==> config.mk <==
export PLATFORM = sky130hd
export DESIGN_NAME = crc_spi_regslave
export DESIGN_NICKNAME = d
export VERILOG_FILES = /design/src/rtl/crc_spi_pkg.sv /design/src/rtl/spi_pin_sync.sv /design/src/rtl/spi_frame_engine.sv /design/src/rtl/crc_cmd_exec.sv /design/src/rtl/crc_spi_regslave.sv
export SDC_FILE = /design/constraint.sdc
export NUM_CORES = 1
export LEC_CHECK = 0
export BUFFER_PORTS_ARGS = -buffer_cell sky130_fd_sc_hd__buf_2
export CAP_MARGIN = 20
export CORE_MARGIN = 4
export CORE_UTILIZATION = 60
export DETAILED_ROUTE_END_ITERATION = 12
export PLACE_DENSITY = 0.74
export SLEW_MARGIN = 20
export SYNTH_ARGS = -nofsm -noshare
export SYNTH_HDL_FRONTEND = slang
export SYNTH_HIERARCHICAL = 1
export SYNTH_SLANG_ARGS = --single-unit
==> constraint.sdc <==
create_clock -name clk -period 3.1 [get_ports clk]
set_input_delay 0.31 -clock clk [delete_from_list [all_inputs] [get_ports clk]]
set_output_delay 0.31 -clock clk [all_outputs]
set_load 0.005 [all_outputs]
==> src/rtl/crc_spi_pkg.sv <==
package crc_spi_pkg;
  localparam int FRAME_LONG   = 32;
  localparam int FRAME_SHORT  = 16;
  localparam int PAYLOAD_BITS = 24;
  localparam logic [7:0] CRC_POLY = 8'h07;
  localparam logic [7:0] CRC_INIT = 8'hFF;

  localparam logic [7:0] OPC_WRITE = 8'h01;
  localparam logic [7:0] OPC_READ  = 8'h02;
  localparam logic [1:0] SOP_WRITE = 2'b01;
  localparam logic [1:0] SOP_READ  = 2'b10;

  localparam logic [7:0] ADDR_STATUS = 8'h00;
  localparam logic [7:0] ADDR_CFG    = 8'h01;

  typedef enum logic [1:0] {CMD_NOP, CMD_WRITE, CMD_READ} cmd_kind_e;

  typedef struct packed {
    cmd_kind_e  kind;
    logic [7:0] addr;
    logic [7:0] data;
  } cmd_t;

  // one serial CRC step, MSB-first
  function automatic logic [7:0] crc8_bit(logic [7:0] c, logic b);
    logic fb;
    fb = c[7] ^ b;
    return {c[6:0], 1'b0} ^ (fb ? CRC_POLY : 8'h00);
  endfunction

  // CRC over a whole payload word, preset applied here
  function automatic logic [7:0] crc8_word(logic [PAYLOAD_BITS-1:0] w);
    logic [7:0] c;
    c = CRC_INIT;
    for (int i = PAYLOAD_BITS - 1; i >= 0; i--) c = crc8_bit(c, w[i]);
    return c;
  endfunction

  function automatic cmd_t decode_cmd(logic long_mode, logic [31:0] w);
    cmd_t c;
    if (long_mode) begin
      c.addr = w[23:16];
      c.data = w[15:8];
      if (w[31:24] == OPC_WRITE)     c.kind = CMD_WRITE;
      else if (w[31:24] == OPC_READ) c.kind = CMD_READ;
      else                           c.kind = CMD_NOP;
    end else begin
      c.addr = {2'b00, w[13:8]};
      c.data = w[7:0];
      if (w[15:14] == SOP_WRITE)     c.kind = CMD_WRITE;
      else if (w[15:14] == SOP_READ) c.kind = CMD_READ;
      else                           c.kind = CMD_NOP;
    end
    return c;
  endfunction
endpackage

==> src/rtl/spi_pin_sync.sv <==
module spi_pin_sync #(
  parameter int STAGES = 2
) (
  input  logic clk,
  input  logic rst_n,
  input  logic spi_sclk,
  input  logic spi_cs_n,
  input  logic spi_mosi,
  output logic sclk_rise,
  output logic sclk_fall,
  output logic cs_fall,
  output logic cs_rise,
  output logic mosi_s
);
  logic [STAGES:0] sclk_p;
  logic [STAGES:0] cs_p;
  logic [STAGES-1:0] mosi_p;

  always_ff @(posedge clk or negedge rst_n) begin
    if (!rst_n) begin
      sclk_p <= '0;
      cs_p   <= '1;
      mosi_p <= '0;
    end else begin
      sclk_p <= {sclk_p[STAGES-1:0], spi_sclk};
      cs_p   <= {cs_p[STAGES-1:0], spi_cs_n};
      mosi_p <= {mosi_p[STAGES-2:0], spi_mosi};
    end
  end

  assign sclk_rise = sclk_p[STAGES-1] & ~sclk_p[STAGES];
  assign sclk_fall = ~sclk_p[STAGES-1] & sclk_p[STAGES];
  assign cs_fall   = ~cs_p[STAGES-1] & cs_p[STAGES];
  assign cs_rise   = cs_p[STAGES-1] & ~cs_p[STAGES];
  assign mosi_s    = mosi_p[STAGES-1];
endmodule

==> src/rtl/spi_frame_engine.sv <==
module spi_frame_engine
  import crc_spi_pkg::*;
(
  input  logic        clk,
  input  logic        rst_n,
  input  logic        sclk_rise,
  input  logic        sclk_fall,
  input  logic        cs_fall,
  input  logic        cs_rise,
  input  logic        mosi_s,
  input  logic        crc_en,
  input  logic [7:0]  tx_byte,
  output logic        frame_done,
  output logic        long_mode,
  output logic        crc_ok,
  output logic [5:0]  bit_cnt,
  output logic [31:0] rx_word,
  output logic        spi_miso
);
  localparam logic [5:0] CNT_MAX = 6'h3F;
  localparam logic [5:0] CRC_SPAN = 6'(PAYLOAD_BITS);

  logic        frame_open;
  logic [7:0]  crc_acc;
  logic [31:0] rx_sh;
  logic [31:0] tx_sh;
  logic [PAYLOAD_BITS-1:0] tx_payload;

  assign tx_payload = {tx_byte, 16'h0000};

  always_ff @(posedge clk or negedge rst_n) begin
    if (!rst_n) begin
      frame_open <= 1'b0;
      bit_cnt    <= '0;
      crc_acc    <= CRC_INIT;
      rx_sh      <= '0;
      tx_sh      <= '0;
      long_mode  <= 1'b0;
    end else if (cs_fall) begin
      frame_open <= 1'b1;
      bit_cnt    <= '0;
      crc_acc    <= CRC_INIT;
      long_mode  <= crc_en;
      tx_sh      <= crc_en ? {tx_payload, crc8_word(tx_payload)} : {tx_byte, 24'h000000};
    end else if (cs_rise) begin
      frame_open <= 1'b0;
    end else if (frame_open) begin
      if (sclk_rise) begin
        rx_sh <= {rx_sh[30:0], mosi_s};
        if (bit_cnt != CNT_MAX) bit_cnt <= bit_cnt + 6'd1;
        if (bit_cnt < CRC_SPAN) crc_acc <= crc8_bit(crc_acc, mosi_s);
      end
      if (sclk_fall && bit_cnt != 6'd0) tx_sh <= {tx_sh[30:0], 1'b0};
    end
  end

  assign frame_done = cs_rise & frame_open;
  assign crc_ok     = (crc_acc == rx_sh[7:0]);
  assign rx_word    = rx_sh;
  assign spi_miso   = frame_open & tx_sh[31];

  // every frame starts from the preset and a zero count
  p_crc_preset_r1: assert property (@(posedge clk) disable iff (!rst_n)
    cs_fall |=> (crc_acc == CRC_INIT) && (bit_cnt == 6'd0));

  // outgoing first byte is the read-back value at frame start
  p_tx_load_r4: assert property (@(posedge clk) disable iff (!rst_n)
    cs_fall |=> tx_sh[31:24] == $past(tx_byte));
endmodule

==> src/rtl/crc_cmd_exec.sv <==
module crc_cmd_exec
  import crc_spi_pkg::*;
#(
  parameter int NUM_REGS = 8
) (
  input  logic        clk,
  input  logic        rst_n,
  input  logic        frame_done,
  input  logic        long_mode,
  input  logic        crc_ok,
  input  logic [5:0]  bit_cnt,
  input  logic [31:0] rx_word,
  output logic        crc_en,
  output logic        crc_err,
  output logic [7:0]  rd_data
);
  localparam int NUM_SCR = NUM_REGS - 2;

  cmd_t cmd;
  logic len_ok, abort_evt, crc_bad_evt, accept;
  logic addr_hit, wr_evt, wr_blocked, rd_evt, clear_evt;
  logic crc_en_q, crc_err_q;
  logic [7:0] rd_q, rd_mux;
  logic [NUM_SCR-1:0][7:0] scratch_q;
  logic [NUM_SCR-1:0] scr_we;

  assign cmd         = decode_cmd(long_mode, rx_word);
  assign len_ok      = long_mode ? (bit_cnt == 6'(FRAME_LONG)) : (bit_cnt == 6'(FRAME_SHORT));
  assign abort_evt   = frame_done & ~len_ok;
  assign crc_bad_evt = frame_done & len_ok & long_mode & ~crc_ok;
  assign accept      = frame_done & len_ok & (~long_mode | crc_ok);
  assign addr_hit    = cmd.addr < 8'(NUM_REGS);
  assign wr_evt      = accept & (cmd.kind == CMD_WRITE) & ~crc_err_q & addr_hit;
  assign wr_blocked  = accept & (cmd.kind == CMD_WRITE) & crc_err_q;
  assign rd_evt      = accept & (cmd.kind == CMD_READ);
  assign clear_evt   = wr_blocked & (cmd.addr == ADDR_STATUS) & cmd.data[0];

  for (genvar g = 0; g < NUM_SCR; g++) begin : g_scr_we
    assign scr_we[g] = wr_evt & (cmd.addr == 8'(g + 2));
  end

  always_comb begin
    rd_mux = 8'h00;
    if (cmd.addr == ADDR_STATUS)   rd_mux = {7'b0, crc_err_q};
    else if (cmd.addr == ADDR_CFG) rd_mux = {7'b0, crc_en_q};
    else begin
      for (int i = 0; i < NUM_SCR; i++)
        if (cmd.addr == 8'(i + 2)) rd_mux = scratch_q[i];
    end
  end

  always_ff @(posedge clk or negedge rst_n) begin
    if (!rst_n) begin
      crc_err_q <= 1'b0;
      crc_en_q  <= 1'b0;
      rd_q      <= 8'h00;
      scratch_q <= '0;
    end else begin
      if (crc_bad_evt)    crc_err_q <= 1'b1;
      else if (clear_evt) crc_err_q <= 1'b0;
      if (wr_evt && cmd.addr == ADDR_CFG) crc_en_q <= cmd.data[0];
      if (rd_evt) rd_q <= rd_mux;
      for (int i = 0; i < NUM_SCR; i++)
        if (scr_we[i]) scratch_q[i] <= cmd.data;
    end
  end

  assign crc_en  = crc_en_q;
  assign crc_err = crc_err_q;
  assign rd_data = rd_q;

  // a bad frame raises the flag and changes nothing else
  p_bad_crc_blocked_r5: assert property (@(posedge clk) disable iff (!rst_n)
    crc_bad_evt |=> crc_err_q && $stable(scratch_q) && $stable(crc_en_q) && $stable(rd_q));

  // locked writes leave the register file untouched
  p_locked_write_r6: assert property (@(posedge clk) disable iff (!rst_n)
    wr_blocked |=> $stable(scratch_q) && $stable(crc_en_q));

  // the clear command drops the flag
  p_clear_flag_r8: assert property (@(posedge clk) disable iff (!rst_n)
    clear_evt |=> !crc_err_q);

  // a frame of the wrong length is discarded
  p_abort_discard_r9: assert property (@(posedge clk) disable iff (!rst_n)
    abort_evt |=> $stable(crc_err_q) && $stable(scratch_q) && $stable(crc_en_q) && $stable(rd_q));
endmodule

==> src/rtl/crc_spi_regslave.sv <==
module crc_spi_regslave #(
  parameter int NUM_REGS    = 8,
  parameter int SYNC_STAGES = 2
) (
  input  logic clk,
  input  logic rst_n,
  input  logic spi_sclk,
  input  logic spi_cs_n,
  input  logic spi_mosi,
  output logic spi_miso,
  output logic crc_err
);
  logic sclk_rise, sclk_fall, cs_fall, cs_rise, mosi_s;
  logic frame_done, long_mode, crc_ok, crc_en;
  logic [5:0] bit_cnt;
  logic [31:0] rx_word;
  logic [7:0] rd_data;

  spi_pin_sync #(.STAGES(SYNC_STAGES)) u_sync (
    .clk(clk), .rst_n(rst_n), .spi_sclk(spi_sclk), .spi_cs_n(spi_cs_n),
    .spi_mosi(spi_mosi), .sclk_rise(sclk_rise), .sclk_fall(sclk_fall),
    .cs_fall(cs_fall), .cs_rise(cs_rise), .mosi_s(mosi_s)
  );

  spi_frame_engine u_engine (
    .clk(clk), .rst_n(rst_n), .sclk_rise(sclk_rise), .sclk_fall(sclk_fall),
    .cs_fall(cs_fall), .cs_rise(cs_rise), .mosi_s(mosi_s), .crc_en(crc_en),
    .tx_byte(rd_data), .frame_done(frame_done), .long_mode(long_mode),
    .crc_ok(crc_ok), .bit_cnt(bit_cnt), .rx_word(rx_word), .spi_miso(spi_miso)
  );

  crc_cmd_exec #(.NUM_REGS(NUM_REGS)) u_exec (
    .clk(clk), .rst_n(rst_n), .frame_done(frame_done), .long_mode(long_mode),
    .crc_ok(crc_ok), .bit_cnt(bit_cnt), .rx_word(rx_word), .crc_en(crc_en),
    .crc_err(crc_err), .rd_data(rd_data)
  );
endmodule

==> results by group <==
Place
  • Dpl cells: a little under 700
  • I/O Buffers: 6
  • Placer congestion estimate: a little under 0.9
  • DP HPWL: just under 9000 um

Synthesis
  • Syn Inst Count: 560
  • Post-Synth Adder-Cell Area: 0.00362
  • Cell Area, Synth: 6920 sq um
  • Synth Area in Compound Gates: 0.105
  • Predominant post-synthesis flop cell: dfrtp_1
  • Post-synthesis xor/xnor area fraction: 0.0317
  • Sequential fraction of the synthesis area: 0.530
  • Mux contribution to synthesized area: 0.202
  • Largest family of logic cells by synthesized area: multiplexers
  • Simple-gate share of the synthesized area: 0.101
  • FF+latch count, synth: 146
  • Asr flop ratio synth: 1.00
  • Synth unique cells: 65
  • Post-Syn Area per Cell: about 12 sq um
  • EDFF count, synth: 0
  • Syn nets: around 570
  • Number of synthesis warnings: 6

Pwr
  • Net switching power: around 1000 uW
  • Seq pwr share: 0.454
  • Internal power: approximately 3500 uW
  • Leak Pwr: 0.00375 uW
  • Combinational fraction of design power: 0.077
  • Switching share of power: 0.231
  • Pwr dens: between 500 and 600 nW/um^2
  • Power Total: between 4000 and 5000 uW
  • Worst VDD drop: a little under 800 uV
  • Clock Power Share: 0.469

Detailed routing
  • Via/cell ratio: ~6
  • Number of remaining DRC errors: 0
  • DRT Wirelength: 13,700 um
  • Initial DRC count: ~440
  • DR vias: between 4,000 and 5,000
  • Routed Antenna Nets: 0
  • Drt wl/cell: approximately 19 um
  • TritonRoute pass-1 iters: 5

Timing
  • RSZ-0062 raised after global routing: false
  • Final hold viol count: 0
  • Clock Skew: 6.24 ps
  • Final Cycle Share: 0.919
  • Min Tclk post-route: 2850 ps
  • Relative max-transition margin: 0.452
  • Slew @ Worst Pin: just over 800 ps
  • Finish-stage setup viols: 0
  • Maximum clock rate: 351 MHz
  • Fin Setup TNS: 0 ps
  • Pins Over Slew Limit: 0

Floorplan
  • Core area: around 11,000 sq um
  • Starting Density: 0.624
  • Die Y: around 120 um
  • Die Wd: roughly 120 um
  • Die area: between 10,000 and 15,000 sq um
  • Io pins: 7
  • Std cell rows: 38

Worst setup path
  • Worst Setup Start Kind: register
  • Reg2Reg Depth: 7
  • CP Class: reg2reg
  • Critical Path RT: 3390 ps
  • Worst Setup EP: u_exec/scratch_q[9]
  • Crit path from: u_sync/cs_p[1]
  • CP Data Arrival Time: 3140 ps
  • FF-to-FF setup slack: ~250 ps
  • Worst setup EP type: register
  • Crit-path max FO: 8
  • Launch point of the worst reg-to-reg path: u_sync/cs_p[1]
  • Reg-to-Reg End: u_exec/scratch_q[9]

Clock network
  • CTS Sinks: around 150
  • H-tree depth: 4
  • TritonCTS clock tree: done
  • Clock-pin slew on the worst setup and hold paths: around 60 ps
  • Post_cts resized: 0
  • Clk buf depth: 2
  • CTS Hold Buffers Added: 4
  • Setup bufs post-CTS: 0
  • Later-pin clock latency in the skew report: about 420 ps
  • CTS buffer count: 17
  • Root Driver: clkbuf_16

Global route
  • Vias in the first global route: between 4,000 and 5,000
  • GRT overflow: 0
  • Largest net degree at the start of global routing: 89
  • Global Route Usage Sum: 0.225
  • Number of antenna violations at the first check in global routing: 0
  • First-pass GRT wire length: 23,100 um

Cells and area
  • Register Area: approximately 3700 sq um
  • Final core utilization: 0.697
  • Commonest non-fill, non-tap cell in the layout: dfrtp_1
  • Final #Nets: approximately 580
  • Fillers: ~810
  • N_diodes: 0
  • Synth-to-Final Area Change: 11.6%
  • Non-Filler Instances: roughly 720
  • Most frequent cells in the layout: 135 x dfrtp_1, 94 x mux2_2, 34 x mux2i_1
  • Multi-input gate area: about 3000 sq um
  • Share of layout cells above drive strength 1: 0.284

Run
  • Maxcap violations: 0

Hold path
  • HP Class: reg2reg
  • Hold depth: 0

Status
  • Status: finished clean
worst min-delay path by stage:
stage | slack [ps] | end | startpoint
floorplan | 10 | u_engine/bit_cnt[0] | rst_n
global placement | 330 | u_sync/mosi_p[1] | u_sync/mosi_p[0]
detailed placement | 330 | u_sync/mosi_p[1] | u_sync/mosi_p[0]
CTS | 350 | u_sync/mosi_p[1] | u_sync/mosi_p[0]
global route | 360 | u_sync/mosi_p[1] | u_sync/mosi_p[0]
finish | 350 | u_sync/mosi_p[1] | u_sync/mosi_p[0]
cell type report:
type / instances / area share
well taps: 140 / 0.0227
clock buffers: 26 / 0.0745
repair buffers: 17 / 0.0183
clock inverters: 6 / 0.00745
flip-flops and latches: 146 / 0.475
multi-input cells: 379 / 0.398
inverters: 8 / 0.00389
flip-flops by register name, summed over array words and instances (netlist names), 2 cells and up:
signal / flops
u_engine/bit_cnt: 6
u_engine/crc_acc: 8
u_engine/rx_word: 32
u_engine/tx_sh: 32
u_exec/rd_data: 8
u_exec/scratch_q: 48
u_sync/cs_p: 3
u_sync/mosi_p: 2
u_sync/sclk_p: 3
synthesized netlist by cell type, drive strengths merged (2+ instances only):
cell | n | area share
nand3 | 10 | 0.010
buf | 12 | 0.013
nor2b | 3 | 0.0027
mux2 | 94 | 0.15
and3b | 2 | 0.0025
inv | 8 | 0.0043
and2b | 4 | 0.0051
nor2 | 31 | 0.017
nor4 | 3 | 0.0049
a32o | 2 | 0.0029
nand4 | 2 | 0.0018
nand2b | 6 | 0.0054
a221oi | 2 | 0.0025
and4b | 2 | 0.0029
ha | 2 | 0.0036
o21ai | 20 | 0.014
o31ai | 9 | 0.0098
xor2 | 7 | 0.0089
mux2i | 34 | 0.049
nand2 | 33 | 0.018
nor3b | 7 | 0.0076
a32oi | 2 | 0.0025
o22a | 5 | 0.0063
xnor2 | 18 | 0.023
a222oi | 3 | 0.0043
and3 | 2 | 0.0018
dfstp | 11 | 0.042
o211a | 2 | 0.0029
o221ai | 4 | 0.0051
a21o | 2 | 0.0022
nor4b | 2 | 0.0025
nand3b | 6 | 0.0071
a22o | 8 | 0.010
dfrtp | 135 | 0.49
a2bb2oi | 2 | 0.0025
or2 | 3 | 0.0027
and2 | 3 | 0.0027
o22ai | 7 | 0.0063
o211ai | 9 | 0.0098
a21oi | 11 | 0.0080
nor3 | 2 | 0.0014
clkbuf | 15 | 0.0081
logic make-up after synthesis:
kind of cell    after synthesis
compound gates               99
mux                         128
flops                       146
fa+ha+maj                     2
simple gates                125
xor+xnor                     25
buf+inv                      35
per-stage QoR:
step	area [sq um]	setup WS, ps	hold slack (ps)
after floorplan	6920	673	14.4
after global placement	7050	291	333
after detailed placement	7050	280	335
after CTS	7720	267	351
after global routing	7720	40.2	356
final	7720	250	349
power groups by stage:
stage	combinational, uW	sequential (uW)	clock, uW
floorplan	217	2050	0
global placement	334	2080	0
detailed placement	346	2080	0
CTS	353	2050	2160
global route	378	2060	2240
finish	349	2050	2120
routing by layer:
metal	vias up	wire length (um)	global-route usage
met5	-	0	0
met4	0	336	0.0978
met3	27	445	0.0532
met2	91	6670	0.356
met1	2202	6290	0.299
li1	2072	-	-
critical path: stages, from the launching register on:
cell,delay (ps)
dfstp_2,530
and2b_2,150
and2_1,120
nor4b_1,320
o211ai_1,260
nor4_4,630
nand3_2,350
mux2_2,370
(Power assumes the default switching activity.)
